<file path="config.mk">
export PLATFORM = sky130hd
export DESIGN_NAME = smb_cfg_slave
export DESIGN_NICKNAME = d
export VERILOG_FILES = /design/src/rtl/smb_cfg_pkg.sv /design/src/rtl/smb_line_sync.sv /design/src/rtl/smb_regbank.sv /design/src/rtl/smb_cfg_slave.sv
export SDC_FILE = /design/constraint.sdc
export NUM_CORES = 1
export LEC_CHECK = 0
export BUFFER_PORTS_ARGS = -buffer_cell sky130_fd_sc_hd__buf_2
export CORE_ASPECT_RATIO = 1.2
export CORE_MARGIN = 1
export CORE_UTILIZATION = 30
export CTS_CLUSTER_DIAMETER = 80
export DETAILED_ROUTE_END_ITERATION = 6
export HOLD_SLACK_MARGIN = 0.05
export SYNTH_ARGS = -nofsm -noshare
export SYNTH_HDL_FRONTEND = slang
export SYNTH_SLANG_ARGS = --single-unit
</file>
<file path="constraint.sdc">
create_clock -name clk -period 6.3 [get_ports clk]
set_input_delay 0.315 -clock clk [delete_from_list [all_inputs] [get_ports clk]]
set_output_delay 0.315 -clock clk [all_outputs]
set_load 0.01 [all_outputs]
</file>
<file path="src/rtl/smb_cfg_pkg.sv">
package smb_cfg_pkg;

    typedef enum logic [3:0] {
        ST_IDLE,
        ST_ADDR,
        ST_CMD,
        ST_COUNT,
        ST_WDATA,
        ST_ACK_WAIT,
        ST_ACK,
        ST_RDATA,
        ST_RD_END,
        ST_RACK,
        ST_IGNORE
    } smb_state_e;

    typedef struct packed {
        logic       single;
        logic [1:0] csel;
        logic [4:0] offset;
    } smb_cmd_t;

    function automatic smb_cmd_t decode_cmd(input logic [7:0] b);
        smb_cmd_t c;
        c.single = b[7];
        c.csel   = b[6:5];
        c.offset = b[4:0];
        return c;
    endfunction

    // Saturating pointer step, so long reads never wrap back into the bank.
    function automatic logic [7:0] ptr_next(input logic [7:0] p);
        return (p == 8'hFF) ? p : p + 8'd1;
    endfunction

endpackage

</file>
<file path="src/rtl/smb_line_sync.sv">
module smb_line_sync #(
    parameter int STAGES = 2
) (
    input  logic clk,
    input  logic rst,
    input  logic scl_in,
    input  logic sda_in,
    output logic scl_s,
    output logic sda_s,
    output logic scl_rise,
    output logic scl_fall,
    output logic bus_start,
    output logic bus_stop
);
    logic [STAGES-1:0] scl_pipe;
    logic [STAGES-1:0] sda_pipe;
    logic              scl_p;
    logic              sda_p;

    generate
        if (STAGES == 1) begin : g_one
            always_ff @(posedge clk) begin
                if (rst) begin
                    scl_pipe <= '1;
                    sda_pipe <= '1;
                end else begin
                    scl_pipe <= scl_in;
                    sda_pipe <= sda_in;
                end
            end
        end else begin : g_many
            always_ff @(posedge clk) begin
                if (rst) begin
                    scl_pipe <= '1;
                    sda_pipe <= '1;
                end else begin
                    scl_pipe <= {scl_pipe[STAGES-2:0], scl_in};
                    sda_pipe <= {sda_pipe[STAGES-2:0], sda_in};
                end
            end
        end
    endgenerate

    always_ff @(posedge clk) begin
        if (rst) begin
            scl_p <= 1'b1;
            sda_p <= 1'b1;
        end else begin
            scl_p <= scl_pipe[STAGES-1];
            sda_p <= sda_pipe[STAGES-1];
        end
    end

    assign scl_s     = scl_pipe[STAGES-1];
    assign sda_s     = sda_pipe[STAGES-1];
    assign scl_rise  = scl_s & ~scl_p;
    assign scl_fall  = ~scl_s & scl_p;
    assign bus_start = scl_s & scl_p & sda_p & ~sda_s;
    assign bus_stop  = scl_s & scl_p & ~sda_p & sda_s;
endmodule

</file>
<file path="src/rtl/smb_regbank.sv">
module smb_regbank #(
    parameter int                  NREG     = 8,
    parameter logic [NREG*8-1:0]   REG_INIT = {NREG{8'hFF}}
) (
    input  logic              clk,
    input  logic              rst,
    input  logic              wr_en,
    input  logic [7:0]        wr_idx,
    input  logic [7:0]        wr_data,
    input  logic [7:0]        rd_idx,
    output logic [7:0]        rd_data,
    output logic [NREG*8-1:0] regs_flat
);
    logic [7:0] bank [NREG];

    generate
        for (genvar g = 0; g < NREG; g++) begin : g_reg
            always_ff @(posedge clk) begin
                if (rst)
                    bank[g] <= REG_INIT[8*g +: 8];
                else if (wr_en && wr_idx == 8'(g))
                    bank[g] <= wr_data;
            end
            assign regs_flat[8*g +: 8] = bank[g];

            // a write aimed at this register lands there on the next cycle
            assert_write_lands_R3: assert property (@(posedge clk) disable iff (rst)
                (wr_en && wr_idx == 8'(g)) |=> (regs_flat[8*g +: 8] == $past(wr_data)));
        end
    endgenerate

    always_comb begin
        rd_data = 8'h00;
        for (int i = 0; i < NREG; i++)
            if (rd_idx == 8'(i)) rd_data = bank[i];
    end

    // a write beyond the bank leaves every register unchanged
    assert_oob_discard_R8: assert property (@(posedge clk) disable iff (rst)
        (wr_en && wr_idx >= 8'(NREG)) |=> $stable(regs_flat));
endmodule

</file>
<file path="src/rtl/smb_cfg_slave.sv">
module smb_cfg_slave
    import smb_cfg_pkg::*;
#(
    parameter int                NREG        = 8,
    parameter logic [6:0]        DEV_ADDR    = 7'h69,
    parameter logic [NREG*8-1:0] REG_INIT    = {NREG{8'hFF}},
    parameter int                SYNC_STAGES = 2
) (
    input  logic              clk,
    input  logic              rst,
    input  logic              scl_in,
    input  logic              sda_in,
    output logic              sda_oe,
    output logic [NREG*8-1:0] cfg_out
);
    localparam logic [7:0] COUNT_BYTE = 8'(NREG);

    logic scl_s, sda_s, scl_rise, scl_fall, bus_start, bus_stop;

    smb_line_sync #(.STAGES(SYNC_STAGES)) u_sync (
        .clk(clk), .rst(rst), .scl_in(scl_in), .sda_in(sda_in),
        .scl_s(scl_s), .sda_s(sda_s), .scl_rise(scl_rise), .scl_fall(scl_fall),
        .bus_start(bus_start), .bus_stop(bus_stop)
    );

    smb_state_e state, ack_next;
    logic       ack_drive;
    logic [2:0] bit_cnt;
    logic [6:0] rx_sr;
    logic [7:0] tx_sr;
    logic [7:0] ptr;
    logic [7:0] remaining;
    logic [4:0] cmd_off;
    logic       single_mode, armed, count_first, rack_nack;

    logic [7:0] rx_byte, rd_data, next_tx;
    smb_cmd_t   cmd_dec;
    logic       last_rx, wr_en, load_tx;

    assign rx_byte = {rx_sr, sda_s};
    assign cmd_dec = decode_cmd(rx_byte);
    assign last_rx = scl_rise && (bit_cnt == 3'd7);
    assign wr_en   = (state == ST_WDATA) && last_rx && (remaining != 8'd0);
    assign next_tx = count_first ? COUNT_BYTE : rd_data;
    assign load_tx = scl_fall && (((state == ST_ACK) && (ack_next == ST_RDATA)) ||
                                  ((state == ST_RACK) && !rack_nack));

    smb_regbank #(.NREG(NREG), .REG_INIT(REG_INIT)) u_bank (
        .clk(clk), .rst(rst), .wr_en(wr_en), .wr_idx(ptr), .wr_data(rx_byte),
        .rd_idx(ptr), .rd_data(rd_data), .regs_flat(cfg_out)
    );

    always_ff @(posedge clk) begin
        if (rst) begin
            state       <= ST_IDLE;
            ack_next    <= ST_IGNORE;
            ack_drive   <= 1'b0;
            bit_cnt     <= 3'd0;
            rx_sr       <= 7'd0;
            tx_sr       <= 8'hFF;
            ptr         <= 8'd0;
            remaining   <= 8'd0;
            cmd_off     <= 5'd0;
            single_mode <= 1'b0;
            armed       <= 1'b0;
            count_first <= 1'b0;
            rack_nack   <= 1'b1;
        end else if (bus_stop) begin
            state <= ST_IDLE;
            armed <= 1'b0;
        end else if (bus_start) begin
            state   <= ST_ADDR;
            bit_cnt <= 3'd0;
        end else begin
            case (state)
                ST_ADDR, ST_CMD, ST_COUNT, ST_WDATA: begin
                    if (scl_rise) begin
                        rx_sr   <= {rx_sr[5:0], sda_s};
                        bit_cnt <= bit_cnt + 3'd1;
                        if (bit_cnt == 3'd7) begin
                            state     <= ST_ACK_WAIT;
                            ack_drive <= 1'b1;
                            if (state == ST_ADDR) begin
                                if (rx_byte[7:1] != DEV_ADDR) begin
                                    state <= ST_IGNORE;
                                end else if (!rx_byte[0]) begin
                                    ack_next <= ST_CMD;
                                    armed    <= 1'b0;
                                end else if (armed) begin
                                    ack_next    <= ST_RDATA;
                                    count_first <= !single_mode;
                                    ptr         <= single_mode ? {3'b000, cmd_off} : 8'd0;
                                end else begin
                                    ack_drive <= 1'b0;
                                    ack_next  <= ST_IGNORE;
                                end
                            end else if (state == ST_CMD) begin
                                if (cmd_dec.csel != 2'b00) begin
                                    ack_drive <= 1'b0;
                                    ack_next  <= ST_IGNORE;
                                end else begin
                                    single_mode <= cmd_dec.single;
                                    cmd_off     <= cmd_dec.offset;
                                    ptr         <= cmd_dec.single ? {3'b000, cmd_dec.offset} : 8'd0;
                                    remaining   <= 8'd1;
                                    armed       <= 1'b1;
                                    ack_next    <= cmd_dec.single ? ST_WDATA : ST_COUNT;
                                end
                            end else if (state == ST_COUNT) begin
                                remaining <= rx_byte;
                                ptr       <= 8'd0;
                                ack_next  <= ST_WDATA;
                            end else begin
                                ptr <= ptr_next(ptr);
                                if (remaining != 8'd0) remaining <= remaining - 8'd1;
                                ack_next <= ST_WDATA;
                            end
                        end
                    end
                end
                ST_ACK_WAIT: if (scl_fall) state <= ST_ACK;
                ST_ACK: begin
                    if (scl_fall) begin
                        state   <= ack_next;
                        bit_cnt <= 3'd0;
                    end
                end
                ST_RDATA: begin
                    if (scl_fall) begin
                        tx_sr <= {tx_sr[6:0], 1'b1};
                    end else if (scl_rise) begin
                        bit_cnt <= bit_cnt + 3'd1;
                        if (bit_cnt == 3'd7) state <= ST_RD_END;
                    end
                end
                ST_RD_END: if (scl_fall) state <= ST_RACK;
                ST_RACK: begin
                    if (scl_rise) begin
                        rack_nack <= sda_s;
                    end else if (scl_fall) begin
                        state   <= rack_nack ? ST_IGNORE : ST_RDATA;
                        bit_cnt <= 3'd0;
                    end
                end
                default: ;
            endcase
            if (load_tx) begin
                tx_sr <= next_tx;
                if (count_first) count_first <= 1'b0;
                else             ptr <= ptr_next(ptr);
            end
        end
    end

    assign sda_oe = ((state == ST_ACK) && ack_drive) ||
                    (((state == ST_RDATA) || (state == ST_RD_END)) && !tx_sr[7]);

    // the pull-down is only switched on while the clock line is low
    assert_oe_scl_low_R10: assert property (@(posedge clk) disable iff (rst)
        $rose(sda_oe) |-> !scl_s);

    // a start always returns the byte engine to address reception
    assert_start_to_addr_R9: assert property (@(posedge clk) disable iff (rst)
        bus_start |=> (state == ST_ADDR));

    // a stop ends the transaction and releases the line
    assert_stop_idle_R9: assert property (@(posedge clk) disable iff (rst)
        bus_stop |=> ((state == ST_IDLE) && !sda_oe));

    // an address that does not match sends the engine to the ignore state
    assert_addr_mismatch_R1: assert property (@(posedge clk) disable iff (rst)
        ((state == ST_ADDR) && last_rx && (rx_byte[7:1] != DEV_ADDR)) |=> (state == ST_IGNORE));

    // an acknowledge slot that leads into ignore never pulls the line
    assert_nack_slot_R7: assert property (@(posedge clk) disable iff (rst)
        ((state == ST_ACK) && (ack_next == ST_IGNORE)) |-> !sda_oe);
endmodule

</file>
Yosys cells after proc, flatten, opt, wreduce, memory -nomap -nowiden
Memory sizes are Yosys's and may differ from the RTL's.
Index checks and enable logic that the tools add are counted.
Storage, ports and cells
  register bits: 58
  RAM bits: 64
  output and inout port bits: 65
  logic and storage cells: 249
  memories: 1
Operators by class
  $add $sub $neg: 3
  equality and inequality tests: 44
  multiplexer cells: 113
  bitwise gates (word level): 23
  reduce and logical (&&, ||, !) cells: 47
Memory list
  u_bank.bank: words 8, bits a word 8, rd ports 8, clocked after memory_dff 0, wr ports 8, line smb_regbank.sv:14  | logic [7:0] bank [NREG];
Operators with widths (number)
  two-way mux 8 bit: 37
  two-way mux 4 bit: 19
  two-way mux 1 bit: 47
  == test 8 x 3 -> 1 bit, second input constant: 4
  != test 3 bit, second input constant: 10
  != test 2 bit, second input constant: 14
  one-hot mux 4 bit (6 select lines): 1
  AND reduction 8 bit: 3
  AND reduction 11 bit: 2
  == test 4 x 3 -> 1 bit, second input constant: 5
  two-way mux 3 bit: 6
  == test 8 x 2 -> 1 bit, second input constant: 2
  logical AND 1 bit: 16
  AND reduction 4 bit: 4
  one-hot mux 3 bit (4 select lines): 1
  two-way mux 5 bit: 2
  adder 8 x 1 -> 8 bit, second input constant: 1
  == test 4 x 2 -> 1 bit, second input constant: 2
  == test 4 bit, second input constant: 2
  == test 8 x 1 -> 1 bit, second input constant: 1
  == test 8 bit, second input constant: 1
  logical NOT 8 bit: 1
  inverter 1 bit: 8
  OR 1 bit: 8
  20 further kinds: 33

Depth between registers and ports, before layout
  depth after elaboration: 11
  gate-level depth with buffers: 10
  depth with buffers taken out: 8

Modules after synthesis
From an unflattened synthesis, not the netlist that was laid out.
Second synthesis, totals
  cell total of the unflattened synthesis: 705
  area total of the unflattened synthesis: 6616.3 um^2
Modules (own cells, without submodules)
  smb_cfg_slave: times used 1, cells an instance 433, area each 3329.4 um^2, seq. area each 1041.0 um^2
  smb_regbank: times used 1, cells an instance 256, area each 3096.7 um^2, seq. area each 1921.8 um^2
  smb_line_sync: times used 1, cells an instance 16, area each 190.2 um^2, seq. area each 120.1 um^2

Worst setup path after synthesis
Ideal clock, no wire load.
  path kind: register -> register
  start point: register bit_cnt[0]
  end point: register armed
  library setup time: 130 ps
  data arrival time: 2314 ps
  path slack: 3855 ps
  stages on the path, launching flop included: 11
  clock period less this slack: 2445 ps
  cells stage by stage: dfxtp_1 -> ha_1 -> ha_1 -> nand3b_1 -> or4_1 -> buf_2 -> a21o_1 -> buf_6 -> or4b_1 -> a21oi_1 -> nor3_1
On the way
  longest elaborated chain between the ends: 2
Ends and longest elaborated chain
  start, declared: line smb_cfg_slave.sv:28  | logic [2:0] bit_cnt;
  start signal, assigned: line smb_cfg_slave.sv:79  | bit_cnt <= bit_cnt + 3'd1;
  start signal, assigned: line smb_cfg_slave.sv:132  | bit_cnt <= bit_cnt + 3'd1;
  == test 3 bit: line smb_cfg_slave.sv:80  | if (bit_cnt == 3'd7) begin
  AND reduction 8 bit (no line)
  end signal, assigned: line smb_cfg_slave.sv:70  | armed <= 1'b0;
  end signal, assigned: line smb_cfg_slave.sv:88  | armed <= 1'b0;
  end signal, assigned: line smb_cfg_slave.sv:106  | armed <= 1'b1;
  end, declared: line smb_cfg_slave.sv:34  | logic single_mode, armed, count_first, rack_nack;
No other way between the ends.
A chain may end at the register's enable or synchronous reset.

Worst setup path in the final report
  start point: register ptr[1]
  end point: register tx_sr[4]
On the way
  longest elaborated chain between the ends: 11
Ends and longest elaborated chain
  start, declared: line smb_cfg_slave.sv:31  | logic [7:0] ptr;
  start signal, assigned: line smb_cfg_slave.sv:92  | ptr <= single_mode ? {3'b000, cmd_off} : 8'd0;
  start signal, assigned: line smb_cfg_slave.sv:104  | ptr <= cmd_dec.single ? {3'b000, cmd_dec.offset} : 8'd0;
  start signal, assigned: line smb_cfg_slave.sv:114  | ptr <= ptr_next(ptr);
  logical NOT 8 bit: line smb_regbank.sv:35  | if (rd_idx == 8'(i)) rd_data = bank[i];
  two-way mux 8 bit (7 in a row): line smb_regbank.sv:35
  two-way mux 8 bit (*): line smb_regbank.sv:35
  two-way mux 8 bit (*): line smb_cfg_slave.sv:44  | assign next_tx = count_first ? COUNT_BYTE : rd_data;
  two-way mux 8 bit (*): line smb_cfg_slave.sv:147  | if (load_tx) begin
  end signal, assigned: line smb_cfg_slave.sv:130  | tx_sr <= {tx_sr[6:0], 1'b1};
  end signal, assigned: line smb_cfg_slave.sv:148  | tx_sr <= next_tx;
  end, declared: line smb_cfg_slave.sv:30  | logic [7:0] tx_sr;
Mark *: on every way between the ends. The rest lies on a longest branch, timed or not.

==> results.json <==
{
  "grt_pass1_wl_um": 28700,
  "path_clk_slew_ps": 60,
  "grtUsageTotal_pct": 17.2,
  "worstPathRequired_ps": 6670,
  "yosysTopAreaCellShare_pct": 29.8,
  "layout_common_cells": "buf_2, edfxtp_1, nor2_1, or2_2, dfxtp_1",
  "synth_cell_types": 69,
  "routabilityCongestion": 0.836,
  "grt_start_max_net_pins": 44,
  "viasPerCell": 5.45,
  "layout-drive-gt1-share_pct": 24.7,
  "synthFlopType": "edfxtp_1",
  "yosys.area_share.adder_pct": 1.55,
  "p_int_w": 0.00148,
  "hold_viol_final": 0,
  "synth_xor_area_share_pct": 0.136,
  "slew_violations": 0,
  "maxUsedRoutingLayer": "met4",
  "clkPwrFrac_pct": 53.4,
  "peakVddDrop_mv": 0.172,
  "synth_area_sq_um": 6440,
  "yosys.area_share.simple_pct": 23.8,
  "dr.pass1.iters": 5,
  "wl_um": 18500,
  "min_path_type": "in2reg",
  "final_common_cell": "buf_2",
  "synth_edf_count": 64,
  "ys_top_cells_by_area": "edfxtp_1, dfxtp_1, or2_2, nor2_1, a21oi_1",
  "synth_top_cell_by_area": "edfxtp_1",
  "htreeDepth": 4,
  "rsz0062_at_grt": "false",
  "initial_core_util_pct": 30.6,
  "yosys-mux-area-fraction_pct": 2.64,
  "wl_met2_um": 9230,
  "syn-num-nets": 699,
  "setup_viol": 0,
  "fin_crit_sh_pct": 54.4,
  "die_y_um": 163,
  "path_max_fanout": 28,
  "synthCells": 687,
  "nFillCells": 2149,
  "design_area_sq_um": 7540,
  "max_slew_margin_pct": 16.3,
  "dp_hpwl_um": 12800,
  "ctsResizeCount": 0,
  "met1Wirelength_um": 8070,
  "post_cts_buffers": 0,
  "seqPwrFrac_pct": 44.3,
  "wl_met3_um": 813,
  "drt-wirelength-per-cell_um": 18.3,
  "core_sq_um": 21000,
  "pwr-share-comb_pct": 2.4,
  "end_kind": "flip-flop",
  "p_leak_nw": 2.48,
  "fin_util_pct": 35.8,
  "cts.sinks": 122,
  "cts_buffers": 17,
  "arrival_ps": 3790,
  "power.switching_w": 0.000422,
  "cts_root_buf": "clkbuf_16",
  "num_rows": 58,
  "dieArea_sq_um": 22100,
  "maxCapViolations": 0,
  "drt_iter0_markers": 564,
  "worstSkewPairLatency_ps": 420,
  "cts_tree": "done",
  "overflow": 0,
  "finalSetupTns_ps": 0,
  "antenna-diode-count": 0,
  "critPathKind": "reg2reg",
  "worst_pin_slew_ps": 1250,
  "synth-compound-area-share_pct": 19.3,
  "antenna_found_initial": 0,
  "io_pins": 69,
  "finalNetCount": 736,
  "post-route-min-period_ps": 3430,
  "synthArstFlopShare_pct": 0,
  "worstSetupStartpointType": "flip-flop",
  "ys_warn_count": 0,
  "port_buffers": 68,
  "grt_pass1_vias": 5120,
  "yosysSeqAreaShare_pct": 47.8,
  "synth.avg_cell_area_sq_um": 9.38,
  "switching_share_pct": 22.2,
  "fmax_mhz": 292,
  "area_growth_pct": 17.0,
  "hold_buffers": 0,
  "die_w_um": 136,
  "antenna_left": 0,
  "fin_skew_ps": 13.5,
  "synth_top_family_by_area": "simple AND/OR/NAND/NOR gates",
  "max-clock-path-buffers": 2,
  "power_density_nw_per_um2": 252,
  "dpl_cell_area_sq_um": 6930,
  "drc": 0,
  "dr_total_vias": 5489,
  "synth-seq-cells": 122,
  "status": "finished clean"
}
state kept, by name, indices dropped and copies added (netlist names):
| name | cells |
|---|---|
| u_sync.sda_pipe | 2 |
| rack_nack | 1 |
| u_bank.bank | 64 |
| u_sync.scl_p | 1 |
| ack_drive | 1 |
| bit_cnt | 3 |
| state | 4 |
| ack_next | 4 |
| u_sync.sda_p | 1 |
| cmd_off | 5 |
| remaining | 8 |
| u_sync.scl_pipe | 2 |
| armed | 1 |
| single_mode | 1 |
| count_first | 1 |
| tx_sr | 8 |
| ptr | 8 |
| rx_sr | 7 |
synth_stat cells (11+ instances only):
cell type	n
nor2_1	63
clkbuf_1	45
inv_1	24
a221oi_1	18
nand2b_1	16
edfxtp_1	64
a31oi_1	11
nand3_1	26
or2_2	62
o21ai_0	31
a21oi_1	43
mux2i_1	17
nor3_1	16
dfxtp_1	58
nand2_1	43
path summary, 6_finish.rpt:
| path | slack [ps] | cells after the start | to | startpoint |
|---|---|---|---|---|
| worst max-delay path | 2880 | 8 | tx_sr[4] | ptr[1] |
| worst min-delay path | 80 | 2 | u_sync.sda_pipe[0] | sda_in |
| worst max register to register | 2880 | 8 | tx_sr[4] | ptr[1] |
| worst min register to register | 410 | 1 | u_sync.scl_pipe[1] | u_sync.scl_pipe[0] |
metrics by stage:
stage / worst slack (ps) / instances / hold WS [ps] / power (W)
final: 2880 / 1007 / 75.9 / 0.00190
after global routing: 2710 / 1007 / 71.1 / 0.00196
after CTS: 2930 / 1007 / 60.0 / 0.00192
after detailed placement: 2940 / 975 / 393 / 0.000904
after global placement: 2970 / 975 / 393 / 0.000904
after floorplan: 3860 / 687 / 389 / 0.000891
cell type report:
type / count / area [sq um] / share of cell area (%)
sequential: 122 / 3080 / 40.9
multi-input combinational: 488 / 3050 / 40.5
clock buffer: 17 / 425 / 5.64
timing repair buffer: 71 / 363 / 4.81
tap: 270 / 338 / 4.48
clock inverter: 15 / 190 / 2.52
inverter: 24 / 90.1 / 1.19
power groups by stage:
stage / clock network, W / logic, W / registers (W)
after floorplan: 0 / 0.0000367 / 0.000855
after detailed placement: 0 / 0.0000447 / 0.000859
after global routing: 0.00107 / 0.0000495 / 0.000842
after global placement: 0 / 0.0000446 / 0.000859
after CTS: 0.00103 / 0.0000448 / 0.000842
final: 0.00102 / 0.0000449 / 0.000842
kinds of logic (layout without fill, tap and decap cells):
group	count (synthesis)	in the layout
buffers and inverters	77	127
muxes	17	17
and+or+nand+nor	281	281
adders and majority gates	8	8
xor gates and xnor gates	1	1
DFF	122	122
AOI/OAI and AO/OA	181	181
critical path, cell delays in order, from the launching register on:
cell	delay, ps
dfxtp_1	410
inv_1	120
ha_1	560
nor2b_1	880
a221oi_1	210
a2111oi_0	770
a31oi_1	80
o21ai_0	190
o32a_1	150
routing by layer:
metal  GRT usage (%)  vias up
met5               0        -
met4            6.74        0
met3            2.93       25
met2            28.8      181
met1            21.9     2691
li1                -     2592
No activity file was read; power rests on OpenSTA's default activity.
